--- src/rtl/wom_pkg.sv ---
package wom_pkg;

   typedef enum logic [1:0] {
      GEN_ERASED = 2'd0,
      GEN_FIRST  = 2'd1,
      GEN_SECOND = 2'd2
   } gen_e;

   function automatic logic [2:0] enc_first(input logic [1:0] s);
      case (s)
         2'd0:    return 3'b111;
         2'd1:    return 3'b110;
         2'd2:    return 3'b101;
         default: return 3'b011;
      endcase
   endfunction

   function automatic logic [2:0] enc_second(input logic [1:0] s);
      case (s)
         2'd0:    return 3'b000;
         2'd1:    return 3'b001;
         2'd2:    return 3'b010;
         default: return 3'b100;
      endcase
   endfunction

   function automatic logic [1:0] weight3(input logic [2:0] c);
      return 2'(c[0]) + 2'(c[1]) + 2'(c[2]);
   endfunction

   function automatic logic [1:0] dec_group(input logic [2:0] c);
      logic [1:0] s;
      if (weight3(c) >= 2'd2) begin
         case (c)
            3'b110:  s = 2'd1;
            3'b101:  s = 2'd2;
            3'b011:  s = 2'd3;
            default: s = 2'd0;
         endcase
      end else begin
         case (c)
            3'b001:  s = 2'd1;
            3'b010:  s = 2'd2;
            3'b100:  s = 2'd3;
            default: s = 2'd0;
         endcase
      end
      return s;
   endfunction

endpackage

--- src/rtl/wom_group.sv ---
module wom_group
   import wom_pkg::*;
(
   input  logic       clk,
   input  logic       rst_n,
   input  logic       do_pre,
   input  logic       do_wr,
   input  logic [1:0] sym,
   input  logic       third_pre,
   output logic [2:0] cells,
   output logic [2:0] set_m,
   output logic [2:0] rst_m,
   output logic [1:0] rd_sym
);

   gen_e       gen_q, gen_d;
   logic [2:0] cells_d, set_d, rst_d, tgt;

   assign rd_sym = dec_group(cells);

   always_comb begin
      cells_d = cells;
      gen_d   = gen_q;
      set_d   = '0;
      rst_d   = '0;
      tgt     = enc_first(sym);
      if (do_pre) begin
         cells_d = 3'b111;
         gen_d   = GEN_ERASED;
         set_d   = ~cells;
      end else if (do_wr) begin
         case (gen_q)
            GEN_FIRST: begin
               if (rd_sym != sym) begin
                  tgt     = enc_second(sym);
                  cells_d = tgt;
                  set_d   = tgt & ~cells;
                  rst_d   = cells & ~tgt;
                  gen_d   = GEN_SECOND;
               end
            end
            GEN_SECOND: begin
               cells_d = tgt;
               gen_d   = GEN_FIRST;
               if (third_pre) begin
                  set_d = ~cells;
                  rst_d = ~tgt;
               end else begin
                  set_d = tgt & ~cells;
                  rst_d = cells & ~tgt;
               end
            end
            default: begin
               cells_d = tgt;
               set_d   = tgt & ~cells;
               rst_d   = cells & ~tgt;
               gen_d   = GEN_FIRST;
            end
         endcase
      end
   end

   always_ff @(posedge clk) begin
      if (!rst_n) begin
         cells <= 3'b111;
         gen_q <= GEN_ERASED;
         set_m <= '0;
         rst_m <= '0;
      end else begin
         cells <= cells_d;
         gen_q <= gen_d;
         set_m <= set_d;
         rst_m <= rst_d;
      end
   end

endmodule

--- src/rtl/wom_lat_merge.sv ---
module wom_lat_merge #(
   parameter int NCELL     = 24,
   parameter int LAT_W     = 4,
   parameter int LAT_SET   = 8,
   parameter int LAT_RESET = 1
) (
   input  logic             op_valid,
   input  logic             op_pre,
   input  logic [NCELL-1:0] set_mask,
   output logic [LAT_W-1:0] lat
);

   localparam logic [LAT_W-1:0] L_SLOW = LAT_W'(LAT_SET);
   localparam logic [LAT_W-1:0] L_FAST = LAT_W'(LAT_RESET);

   always_comb begin
      if (!op_valid)                lat = '0;
      else if (op_pre || |set_mask) lat = L_SLOW;
      else                          lat = L_FAST;
   end

endmodule

--- src/rtl/wom_pcm_coder.sv ---
module wom_pcm_coder #(
   parameter int NSYM      = 8,
   parameter int LAT_W     = 4,
   parameter int LAT_SET   = 8,
   parameter int LAT_RESET = 1
) (
   input  logic                clk,
   input  logic                rst_n,
   input  logic                preset_req,
   input  logic                wr_req,
   input  logic [2*NSYM-1:0]   wr_data,
   input  logic                third_pre,
   output logic [2*NSYM-1:0]   rd_data,
   output logic [3*NSYM-1:0]   cells,
   output logic [3*NSYM-1:0]   set_mask,
   output logic [3*NSYM-1:0]   reset_mask,
   output logic                op_valid,
   output logic [LAT_W-1:0]    lat
);

   localparam int NCELL = 3 * NSYM;

   if (NSYM < 1) begin : g_bad_nsym
      $error("wom_pcm_coder: NSYM must be at least 1");
   end
   if (LAT_SET <= LAT_RESET || LAT_RESET < 1) begin : g_bad_lat
      $error("wom_pcm_coder: need LAT_SET > LAT_RESET >= 1");
   end
   if (LAT_SET >= (1 << LAT_W)) begin : g_bad_latw
      $error("wom_pcm_coder: LAT_W too narrow for LAT_SET");
   end

   logic do_pre, do_wr, op_pre_q;

   assign do_pre = preset_req;
   assign do_wr  = wr_req & ~preset_req;

   for (genvar g = 0; g < NSYM; g++) begin : g_grp
      wom_group u_grp (
         .clk       (clk),
         .rst_n     (rst_n),
         .do_pre    (do_pre),
         .do_wr     (do_wr),
         .sym       (wr_data[2*g +: 2]),
         .third_pre (third_pre),
         .cells     (cells[3*g +: 3]),
         .set_m     (set_mask[3*g +: 3]),
         .rst_m     (reset_mask[3*g +: 3]),
         .rd_sym    (rd_data[2*g +: 2])
      );
   end

   always_ff @(posedge clk) begin
      if (!rst_n) begin
         op_valid <= 1'b0;
         op_pre_q <= 1'b0;
      end else begin
         op_valid <= do_pre | do_wr;
         op_pre_q <= do_pre;
      end
   end

   wom_lat_merge #(
      .NCELL     (NCELL),
      .LAT_W     (LAT_W),
      .LAT_SET   (LAT_SET),
      .LAT_RESET (LAT_RESET)
   ) u_lat (
      .op_valid (op_valid),
      .op_pre   (op_pre_q),
      .set_mask (set_mask),
      .lat      (lat)
   );

endmodule

--- config.mk ---
export PLATFORM = sky130hd
export DESIGN_NAME = wom_pcm_coder
export DESIGN_NICKNAME = d
export VERILOG_FILES = /design/src/rtl/wom_pkg.sv /design/src/rtl/wom_group.sv /design/src/rtl/wom_lat_merge.sv /design/src/rtl/wom_pcm_coder.sv
export SDC_FILE = /design/constraint.sdc
export NUM_CORES = 1
export LEC_CHECK = 0
export BUFFER_PORTS_ARGS = -buffer_cell sky130_fd_sc_hd__buf_2
export CAP_MARGIN = 0
export CORE_MARGIN = 1
export CORE_UTILIZATION = 60
export CTS_BUF_LIST = sky130_fd_sc_hd__clkbuf_16
export CTS_CLUSTER_SIZE = 28
export DETAILED_ROUTE_END_ITERATION = 12
export PLACE_DENSITY = 0.85
export RECOVER_POWER = 25
export SLEW_MARGIN = 15
export SYNTH_ARGS = -nofsm -noshare
export SYNTH_HDL_FRONTEND = slang
export SYNTH_SLANG_ARGS = --single-unit
--- constraint.sdc ---
create_clock -name clk -period 4.27 [get_ports clk]
set_input_delay 0.854 -clock clk [delete_from_list [all_inputs] [get_ports clk]]
set_output_delay 0.854 -clock clk [all_outputs]
set_load 0.03 [all_outputs]
Word-level counts from Yosys, hierarchy flattened
Index checks and enable logic that the tools add are counted.

Flip-flop bits (word level): 90. Word-level logic and storage cells: 405. Input bits: 21.

Mux-type cells: 170. Bitwise gates (word level): 61. $lt $le $gt $ge: 8. Add/subtract/negate cells: 16. Equal/unequal tests: 96. Reduce and logical (&&, ||, !) cells: 20.

Operator list (count): $mux W3 (96); $pmux W3 S3 (16); $and A3 B3 Y3 (32); $pmux W2 S3 (16); $pmux W3 S2 (16); $eq A3 B3 Y1 const B (24); $not A3 Y3 (24); $eq A3 B2 Y1 const B (16); $mux W2 (24); $eq A2 B1 Y1 const B (16); $eq A2 B2 Y1 const B (16); $eq A3 B1 Y1 const B (8); $reduce_or A24 Y1 (1); $add A1 B1 Y2 (8); $add A2 B1 Y2 (8); $ge A2 B2 Y1 const B (8); $logic_not A2 Y1 (8); $ne A2 B1 Y1 const B (8); $ne A2 B2 Y1 (8); $reduce_and A2 Y1 (8); $mux W4 (2); $not A1 Y1 (3); $reduce_or A3 Y1 (1); $reduce_or A2 Y1 (1); other kinds (3) (3).

Logic depth before layout (Yosys ltp)
Depth after elaboration: 14. Depth in mapped cells: 8.

Hierarchy
From an unflattened synthesis, not the netlist that was laid out.

Cell total of the unflattened synthesis: 871. Area total of the unflattened synthesis: 6726.5 µm².

By module, submodules not included: wom_group at g_grp[0].u_grp ... (times used 5, cells each 106, area each 822.0 µm²); wom_group at g_grp[5].u_grp ... (times used 3, cells each 107, area each 823.3 µm²); wom_lat_merge (times used 1, cells each 15, area each 86.3 µm²); wom_pcm_coder (times used 1, cells each 5, area each 60.1 µm²).

Least setup slack after synthesis
No wires, ideal clock.

Kind: reg2out. From: reg g_grp[5].u_grp.cells[2]. To: out rd_data[11]. Slack: 1.674 ns. Required time: 3.416 ns. Data arrival time: 1.742 ns. Cell stages (with the launch flop): 6. Path through: dfxtp_1 ha_1 o21a_1 o21ai_2 and2_4 inv_6.

Word-level cells in the longest chain between the ends: 3.

Ends and longest elaborated chain: start, declared (RTL line wom_group.sv:10) `output logic [2:0] cells,`; start signal, assigned (RTL line wom_group.sv:70) `cells <= cells_d;`; $add A2 B1 Y2, or another cell as far along (RTL line wom_pkg.sv:28) `return 2'(c[0]) + 2'(c[1]) + 2'(c[2]);`; $ge A2 B2 Y1, or another cell as far along (RTL line wom_pkg.sv:33) `if (weight3(c) >= 2'd2) begin`; $mux W2 * (RTL line wom_pkg.sv:33); end, declared (RTL line wom_pcm_coder.sv:13) `output logic [2*NSYM-1:0] rd_data,`.

Mark *: on every way between the ends. The rest lies on a longest branch, timed or not.

Worst setup path after layout
From: reg g_grp[2].u_grp.cells[0]. To: out rd_data[5].

Word-level cells in the longest chain between the ends: 4.

Ends and longest elaborated chain (RTL line): start, declared (wom_group.sv:10); start signal, assigned (wom_group.sv:70); $add A1 B1 Y2 (wom_pkg.sv:28); $add A2 B1 Y2 (wom_pkg.sv:28); $ge A2 B2 Y1 (wom_pkg.sv:33); $mux W2 * (wom_pkg.sv:33).

Marked as above.

==> flow_summary.html <==
<table>
<tr><th>Metric</th><th>Value</th></tr>
<tr><th colspan="2">Run status</th></tr>
<tr><td>Run status</td><td>finished clean</td></tr>
<tr><th colspan="2">Hold path</th></tr>
<tr><td>Classification of the worst-slack hold path</td><td>reg2reg</td></tr>
<tr><td>Startpoint of the lowest-slack hold path</td><td>g_grp[1].u_grp.gen_q[1]</td></tr>
<tr><td>Count of cells along the worst hold path</td><td>2</td></tr>
<tr><td>Terminating pin of the worst hold path</td><td>g_grp[1].u_grp.gen_q[1]</td></tr>
<tr><th colspan="2">Place</th></tr>
<tr><td>Final GP Congestion</td><td>0.925</td></tr>
<tr><td>Number of buffer cells added on primary ports</td><td>111</td></tr>
<tr><td>HPWL after DPL</td><td>11,300 um</td></tr>
<tr><td>Placed insts</td><td>1,017</td></tr>
<tr><th colspan="2">Logic synthesis</th></tr>
<tr><td>Most used DFF post-synth</td><td>dfxtp_1</td></tr>
<tr><td>Number of enable flip-flop cells after synthesis</td><td>0</td></tr>
<tr><td>Post-synthesis sequential element count</td><td>90</td></tr>
<tr><td>Post-Synthesis Cells</td><td>832</td></tr>
<tr><td>Synthesized area per cell</td><td>7.65 sq um</td></tr>
<tr><td>Cell variety after synth</td><td>68</td></tr>
<tr><td>Async S/R FF share, synth</td><td>0%</td></tr>
<tr><td>Portion of the post-synthesis area used by sequential elements</td><td>28.3%</td></tr>
<tr><td>Total standard cell area after synthesis</td><td>6370 sq um</td></tr>
<tr><td>Synth warnings</td><td>0</td></tr>
<tr><th colspan="2">Clocking</th></tr>
<tr><td>Reg clk slew, reported paths</td><td>0.06 ns</td></tr>
<tr><td>Sinks on the clock net</td><td>90</td></tr>
<tr><td>Longest Clk Path Bufs</td><td>2</td></tr>
<tr><td>Worst-Skew Late Latency</td><td>0.33 ns</td></tr>
<tr><td>CTS tree</td><td>done</td></tr>
<tr><td>H-tree Lvls</td><td>3</td></tr>
<tr><td>Root Buffer Master</td><td>clkbuf_16</td></tr>
<tr><td>Number of instances resized during post-cts repair</td><td>0</td></tr>
<tr><td>TritonCTS Buffers</td><td>9</td></tr>
<tr><td>Buffers inserted during post-CTS setup optimization</td><td>0</td></tr>
<tr><td>Total of hold buffers inserted after clock tree synthesis</td><td>0</td></tr>
<tr><th colspan="2">Timing</th></tr>
<tr><td>Period utilisation layout</td><td>70.3%</td></tr>
<tr><td>Worst relative slew slack</td><td>13.6%</td></tr>
<tr><td>Hold WS</td><td>0.475 ns</td></tr>
<tr><td>Final Hold Viols</td><td>0</td></tr>
<tr><td>Post-Route Setup TNS</td><td>0 ns</td></tr>
<tr><td>Number of pins exceeding their max-slew limit in the final report</td><td>0</td></tr>
<tr><td>Setup violation total in the final timing report</td><td>0</td></tr>
<tr><td>Worst Max-Slew Pin Slew</td><td>1.30 ns</td></tr>
<tr><td>Clock tree skew after final layout</td><td>0.00507 ns</td></tr>
<tr><td>Setup repair after global routing missed its margin</td><td>false</td></tr>
<tr><td>Max Clk Rate</td><td>333 MHz</td></tr>
<tr><td>Minimum clock period after layout</td><td>3.00 ns</td></tr>
<tr><th colspan="2">Setup path</th></tr>
<tr><td>Cell repeated most along the worst path</td><td>nor2_1</td></tr>
<tr><td>Endpoint type of the worst setup path</td><td>output port</td></tr>
<tr><td>Worst flop-to-flop path endpoint</td><td>g_grp[6].u_grp.rst_m[1]</td></tr>
<tr><td>Worst path required time</td><td>3.42 ns</td></tr>
<tr><td>CP max stage delay</td><td>0.56 ns</td></tr>
<tr><td>Critical Path Fanout Max</td><td>10</td></tr>
<tr><td>Cell type of the slowest stage on the worst timing path</td><td>dfxtp_1</td></tr>
<tr><td>CP Cell Sequence</td><td>ha_1 &gt; nor2_1 &gt; o311a_1 &gt; nor2_1 &gt; buf_2</td></tr>
<tr><td>Worst reg2reg path startpoint</td><td>g_grp[6].u_grp.cells[0]</td></tr>
<tr><td>Register-to-Register Path Depth</td><td>7</td></tr>
<tr><td>Kind of start point of the critical path</td><td>register</td></tr>
<tr><td>Setup slack of the most critical reg-to-reg path</td><td>1.73 ns</td></tr>
<tr><td>Kind of critical path</td><td>reg2out</td></tr>
<tr><td>Critical path arrival</td><td>2.15 ns</td></tr>
<tr><th colspan="2">Floorplan</th></tr>
<tr><td>Row Count</td><td>37</td></tr>
<tr><td>Die area</td><td>11,000 sq um</td></tr>
<tr><td>Starting density of the core</td><td>61.7%</td></tr>
<tr><td>Die height</td><td>105 um</td></tr>
<tr><td>Core region area</td><td>10,300 sq um</td></tr>
<tr><td>Die X-Extent</td><td>105 um</td></tr>
<tr><td>Number of top-level pins</td><td>114</td></tr>
<tr><th colspan="2">Routing</th></tr>
<tr><td>Violation count after the first detailed-route iteration</td><td>590</td></tr>
<tr><td>DR WL met3</td><td>1270 um</td></tr>
<tr><td>Highest layer used for signal routing</td><td>met4</td></tr>
<tr><td>DRC Markers</td><td>0</td></tr>
<tr><td>Detail-routed via count per cell</td><td>6.38</td></tr>
<tr><td>Routed length on met2</td><td>7940 um</td></tr>
<tr><td>Routed wire length</td><td>16,700 um</td></tr>
<tr><td>Routed WL per cell</td><td>16.2 um</td></tr>
<tr><td>Pre-antenna DRT Iters</td><td>6</td></tr>
<tr><td>Vias</td><td>6,585</td></tr>
<tr><td>Routed length on met1</td><td>7140 um</td></tr>
<tr><td>Number of antenna-violating nets in the routed design</td><td>0</td></tr>
<tr><th colspan="2">Layout</th></tr>
<tr><td>Fraction of layout instances using a drive strength above 1</td><td>14.0%</td></tr>
<tr><td>Nets</td><td>937</td></tr>
<tr><td>Utilization after layout</td><td>67.6%</td></tr>
<tr><td>Signed area change from the synthesized netlist to the final layout</td><td>9.59%</td></tr>
<tr><td>Highest-count cells in the layout ignoring fill and taps</td><td>dfxtp_1, a21oi_1, nand2_1, buf_2, o21ai_0</td></tr>
<tr><td>Final standard cell count with taps included and fillers excluded</td><td>1,032</td></tr>
<tr><td>Most common cell after layout, fill and taps aside</td><td>dfxtp_1</td></tr>
<tr><td>Antenna diode count</td><td>0</td></tr>
<tr><th colspan="2">Power</th></tr>
<tr><td>Leak pwr</td><td>0.00269 uW</td></tr>
<tr><td>Worst VDD drop</td><td>0.213 mV</td></tr>
<tr><td>Areal power density over the cells</td><td>297 nW/um^2</td></tr>
<tr><th colspan="2">Global route</th></tr>
<tr><td>Global route total overflow</td><td>0</td></tr>
<tr><td>Largest net degree at the start of global routing</td><td>39</td></tr>
<tr><td>Number of global-route vias before repair</td><td>5,909</td></tr>
<tr><td>Number of antenna violations at the first check in global routing</td><td>0</td></tr>
<tr><td>Combined global-route utilization of all metal layers</td><td>30.1%</td></tr>
<tr><td>Global-route wire length before repair</td><td>27,500 um</td></tr>
<tr><th colspan="2">Flow run</th></tr>
<tr><td>Max-cap violations</td><td>0</td></tr>
</table>
worst max-delay path, delay by kind of cell, from the launching register on:
kind            cells  cell delay, ns
buf+inv             1            0.26
simple gates        2            0.35
fa+ha+maj           1            0.32
flops               1            0.56
compound gates      1            0.32
worst max-delay path by stage:
| stage | from | end | slack, ns | cells after the start |
|---|---|---|---|---|
| final | g_grp[2].u_grp.cells[0] | rd_data[5] | 1.27 | 5 |
| after detailed placement | preset_req | g_grp[5].u_grp.set_m[1] | 1.61 | 8 |
| after global routing | g_grp[1].u_grp.cells[2] | rd_data[3] | 1.11 | 5 |
| after CTS | g_grp[2].u_grp.cells[2] | rd_data[5] | 1.28 | 5 |
| after floorplan | g_grp[5].u_grp.cells[2] | rd_data[11] | 1.67 | 5 |
| after global placement | preset_req | g_grp[5].u_grp.set_m[1] | 1.67 | 8 |
routing by layer:
| layer | GRT usage (%) | vias up |
|---|---|---|
| met5 | 0 | - |
| met4 | 11.4 | 0 |
| met3 | 4.74 | 38 |
| met2 | 50.5 | 323 |
| met1 | 39.0 | 3052 |
| li1 | - | 3172 |
logic make-up after synthesis:
logic type	Yosys count	share of synthesized area, %
flops	90	28.3
other cells	1	0.0589
compound gates	277	29.0
buf+inv	112	8.76
simple gates	308	26.1
fa+ha+maj	24	4.72
xor+xnor	20	3.05
sequential cells by signal, indices dropped and copies added (netlist names):
| name | count |
|---|---|
| g_grp.u_grp.gen_q | 16 |
| op_pre_q | 1 |
| g_grp.u_grp.rst_m | 24 |
| op_valid | 1 |
| g_grp.u_grp.set_m | 24 |
| g_grp.u_grp.cells | 24 |
cell usage after synthesis, types with 3 or more instances:
library cell | n | area share [%]
dfxtp_1 | 90 | 28
a21oi_1 | 79 | 6.2
nand2_1 | 70 | 4.1
o21ai_0 | 65 | 5.1
nor2_1 | 46 | 2.7
inv_1 | 40 | 2.4
clkbuf_1 | 35 | 2.1
nor2b_1 | 30 | 2.9
nand3_1 | 25 | 2.0
nand4_1 | 25 | 2.5
ha_1 | 24 | 4.7
nand2b_1 | 24 | 2.4
nor3_1 | 23 | 1.8
o211ai_1 | 18 | 2.1
xnor2_1 | 17 | 2.3
o221ai_1 | 15 | 2.1
a31oi_1 | 14 | 1.4
buf_2 | 14 | 1.1
o22ai_1 | 13 | 1.3
buf_4 | 11 | 1.3
nor3b_1 | 11 | 1.3
and2_1 | 10 | 0.98
o221a_2 | 9 | 1.6
a311oi_1 | 8 | 1.1
buf_6 | 8 | 1.4
nor4_1 | 7 | 0.69
nor4b_1 | 7 | 0.96
o31ai_1 | 6 | 0.71
a211oi_2 | 5 | 0.98
a31o_2 | 5 | 0.69
nand3b_1 | 5 | 0.59
o211a_1 | 5 | 0.79
o21a_1 | 5 | 0.59
and2b_1 | 4 | 0.47
nand3b_2 | 4 | 0.71
o311a_1 | 4 | 0.63
or2_2 | 4 | 0.39
a211o_1 | 3 | 0.41
a211oi_1 | 3 | 0.35
a221o_1 | 3 | 0.47
and4_1 | 3 | 0.41
per-stage QoR:
stage               area [sq um]  power [uW]  setup slack [ns]
floorplan                   6370        1220              1.67
global placement            6760        1310              1.67
detailed placement          6760        1320              1.61
CTS                         7040        2070              1.28
global route                6980        2150              1.11
finish                      6980        2070              1.27
area by class of cell:
type	count	area [sq um]
Fill cell	899	3340
Clock inverter	6	51.3
Timing Repair Buffer	119	557
Clock buffer	9	225
Tap cell	136	170
Multi-Input combinational cell	631	4020
Sequential cell	90	1800
Inverter	41	159
power breakdown:
part,internal [uW],switching (uW)
combinational,136,284
clock,443,325
sequential,858,27.7
Note: power is estimated with default switching activity, not from simulation.
